==> config.mk <==
export PLATFORM = sky130hd
export DESIGN_NAME = seq5_counter
export DESIGN_NICKNAME = d
export VERILOG_FILES = /design/src/rtl/seq5_counter.sv
export SDC_FILE = /design/constraint.sdc
export NUM_CORES = 1
export LEC_CHECK = 0
export BUFFER_PORTS_ARGS = -buffer_cell sky130_fd_sc_hd__buf_2
export CORE_AREA = 2 2 39 41
export DETAILED_ROUTE_END_ITERATION = 7
export DIE_AREA = 0 0 41 43
export HOLD_SLACK_MARGIN = 0.03
export SYNTH_ARGS = -nofsm -noshare
export SYNTH_HDL_FRONTEND = slang
export SYNTH_SLANG_ARGS = --single-unit
==> constraint.sdc <==
create_clock -name clk -period 0.93 [get_ports clk]
set_input_delay 0.0465 -clock clk [delete_from_list [all_inputs] [get_ports clk]]
set_output_delay 0.0465 -clock clk [all_outputs]
set_load 0.1 [all_outputs]
==> src/rtl/seq5_counter.sv <==
module seq5_counter #(
  parameter int unsigned STYLE    = 0,
  parameter logic [2:0]  RST_CODE = 3'b000
) (
  input  logic       clk,
  input  logic       rst,
  input  logic       en,
  output logic [2:0] state
);
  localparam int NB = 3;

  logic [NB-1:0] q;
  logic [NB-1:0] nxt;

  always_comb begin
    case (q)
      3'b000:  nxt = 3'b100;
      3'b100:  nxt = 3'b111;
      3'b111:  nxt = 3'b010;
      3'b010:  nxt = 3'b011;
      3'b011:  nxt = 3'b000;
      3'b001:  nxt = 3'b100;
      default: nxt = 3'b000;
    endcase
  end

  generate
    if (STYLE == 1) begin : g_t
      logic [NB-1:0] t;
      assign t = {NB{en}} & (nxt ^ q);
      always_ff @(posedge clk)
        if (rst) q <= RST_CODE;
        else     q <= q ^ t;
    end else if (STYLE == 2) begin : g_sr
      logic [NB-1:0] s, r;
      assign s = {NB{en}} &  nxt & ~q;
      assign r = {NB{en}} & ~nxt &  q;
      always_ff @(posedge clk)
        if (rst) q <= RST_CODE;
        else
          for (int b = 0; b < NB; b++)
            if (s[b])      q[b] <= 1'b1;
            else if (r[b]) q[b] <= 1'b0;
    end else if (STYLE == 3) begin : g_jk
      logic [NB-1:0] j, k;
      assign j = {NB{en}} &  nxt;
      assign k = {NB{en}} & ~nxt;
      always_ff @(posedge clk)
        if (rst) q <= RST_CODE;
        else
          for (int b = 0; b < NB; b++)
            case ({j[b], k[b]})
              2'b10:   q[b] <= 1'b1;
              2'b01:   q[b] <= 1'b0;
              2'b11:   q[b] <= ~q[b];
              default: q[b] <= q[b];
            endcase
    end else begin : g_d
      logic [NB-1:0] d;
      assign d = en ? nxt : q;
      always_ff @(posedge clk)
        if (rst) q <= RST_CODE;
        else     q <= d;
    end
  endgenerate

  assign state = q;
endmodule

==> flow_summary.toml <==
[sta]
setup_viol_count_final = 0
finalHoldWorstSlack_ns = 0.127
slew_viol_final = 0
tightest_slew_ns = 0.115
slew_headroom = 0.921
skew_ns = 0.000986
min_period_ns = 0.895
fin_tns_setup_ns = 0
grt_setup_unrepaired = "true"
fmax_ghz = 1.12
hold_viol_final = 0
fin_crit_sh = 0.963

[yosys]
syn_nets = 18
avgSynthCellArea_um2 = 9.34
synth-async-reset-ratio = 0
ys_seq_area_frac = 0.429
synth_top_flop_cell = "dfxtp_1"
synth_commonest_cells = "a21oi_1, dfxtp_1"
synth_edf_count = 0
yosys.area_share.simple = 0.250
ys_warn_count = 0
synth_adder_area_share = 0
synth_top_area_frac = 0.429
synthXorXnorAreaFrac = 0.0625
yosys-top-cells-area = "dfxtp_1, a21oi_1, and4bb_1, mux2i_1, xor2_1"
synth_top_family_by_area = "simple AND/OR/NAND/NOR gates"
synth_mux_area_frac = 0.0714
synth_top_area_cell = "dfxtp_1"
ys_ff_latch = 3
syn_inst = 15
syn_area_um2 = 140
synth-compound-area-share = 0.188
synth_cell_types = 11

[global_route]
grt_pass1_vias = 128
grtUsageTotal = 0.0441
globalRouteOverflowTotal = 0
grt_max_degree = 8
grt_first_pass_wirelength_um = 462
antenna_found_initial = 0

[outcome]
outcome = "finished, final reports clean"

[setup_path]
r2r_cells = 3
cpPeakStageDelay_ns = 0.35
crit_slowest_cell = "dfxtp_4"
startpoint_type = "register"
r2r_setup_slack_ns = 0.03
path_cells = "and4bb_1, a31oi_1, a21oi_1"
endpoint_kind = "register"
critPathArrivalTime_ns = 1.01
required_ns = 1.04
r2r-start = "state[0]"
worstSetupPathType = "reg2reg"
r2r_end = "state[1]"
cp_max_fo = 6

[layout]
layout.nets = 31
n_fill_cell = 152
drive_above_1_share = 0.481
antenna_cells = 0
ff_latch_area_um2 = 71.3
multi_input_area_um2 = 80.1
syn2layout_area_growth_pct = 112
largest_reg_flops = 3
stdcell_area_um2 = 297

[placed_design]
dp_hpwl_um = 223
place_area_um2 = 256
portBuffers = 5
gp_congestion = 0.580

[die]
dieArea_um2 = 1760
row_count = 14
die_w_um = 41
ios = 6
fp.dieH_um = 43
start_util = 0.101
core-area_um2 = 1380

[cts]
clock-sinks = 3
clockBufferDepth = 2
htreeDepth = 1
cts_tree = "done"
cts_inserted_buffers = 3
clk_latency_ns = 0.23
path_clk_slew_ns = 0.04
clockRootBuffer = "clkbuf_4"

[routing]
first_iter_violations = 0
vias = 146
first_pass_iters = 1
drc = 0
wl_per_cell_um = 7.07
ant_nets = 0
routed_wl_um = 304
detail_route.vias_per_cell = 3.40

[pwr]
power_w = 0.000568
p_per_area_nw_per_um2 = 1910
peakVddDrop_v = 0.000470
p_leak_nw = 0.121

[min_path]
holdPathEnd = "state[0]"
hold_depth = 3
hp-class = "in2reg"
min-delay-start = "en"

[job]
cap_violations = 0
==> area by class of cell <==
cell class / count / area share
Sequential cell: 3 / 0.241
Clock buffer: 4 / 0.0886
Tap cell: 16 / 0.0675
Timing Repair Buffer: 8 / 0.333
Multi-Input combinational cell: 12 / 0.270
==> repair_timing <==
| action | in CTS | in global routing |
|---|---|---|
| hold endpoints to repair | 3 | 0 |
| pin swaps | 0 | 1 |
| cloned | 0 | 0 |
| endpoints found under the setup margin | 1 | 2 |
| setup buffers | 0 | 1 |
| hold buffers | 1 | 0 |
| resized for setup | 0 | 1 |
==> power breakdown <==
group | switching, W | leakage, nW | total, W | internal [W]
logic | 0.000106 | 0.0795 | 0.000182 | 0.0000766
registers | 0.0000211 | 0.0267 | 0.000162 | 0.000141
clock network | 0.0000631 | 0.0150 | 0.000224 | 0.000161
==> layer usage <==
metal / GRT usage / up-vias / part of all wire
met1: 0.0481 / 59 / 0.51
met3: 0.0471 / 0 / 0.095
li1: - / 81 / -
met5: 0 / - / 0
met2: 0.0438 / 6 / 0.39
met4: 0.0400 / 0 / 0
==> worst max-delay path: cells and delay by family (launching register included) <==
| kind | cells | cell delay, ns |
|---|---|---|
| flops | 1 | 0.35 |
| simple gates | 1 | 0.20 |
| compound gates | 2 | 0.22 |
==> per-stage QoR <==
stage          worst slack [ns]  cells   util
6_report                 0.0348     43  0.214
3_5_place_dp             0.0369     38  0.185
3_3_place_gp             0.0367     38  0.185
2_1_floorplan            -0.160     15      -
5_1_grt                 -0.0269     43  0.214
4_1_cts                 0.00240     42  0.206
==> kinds of logic (layout without fill, tap and decap cells) <==
family,Yosys count,count (layout)
AO/OA/AOI/OAI,5,5
XOR/XNOR,1,1
buffers and inverters,0,12
flip-flops,3,3
multiplexers,1,1
AND/OR/NAND/NOR,5,5
==> placed cells by master, fill, tap and decap left out <==
| cell | instances |
|---|---|
| clkbuf_4 | 3 |
| buf_12 | 3 |
| or2b_1 | 1 |
| buf_4 | 1 |
| a31oi_1 | 1 |
| nor2_1 | 1 |
| clkbuf_1 | 1 |
| dfxtp_4 | 3 |
| buf_2 | 2 |
| dlygate4sd3_1 | 1 |
| o21ai_0 | 1 |
| mux2i_1 | 1 |
| xor2_1 | 1 |
| nand2_1 | 1 |
| nand3b_1 | 1 |
| and4bb_1 | 1 |
| buf_6 | 1 |
| a21oi_1 | 3 |
==> worst max-delay path by stage <==
stage / slack (ns) / startpoint / endpoint
floorplan: -0.16 / state[0] / state[1]
global placement: 0.04 / state[0] / state[1]
detailed placement: 0.04 / state[0] / state[1]
CTS: 0.002 / state[0] / state[0]
global route: -0.03 / state[0] / state[1]
finish: 0.03 / state[0] / state[1]
No activity file was read; power rests on OpenSTA's default activity.
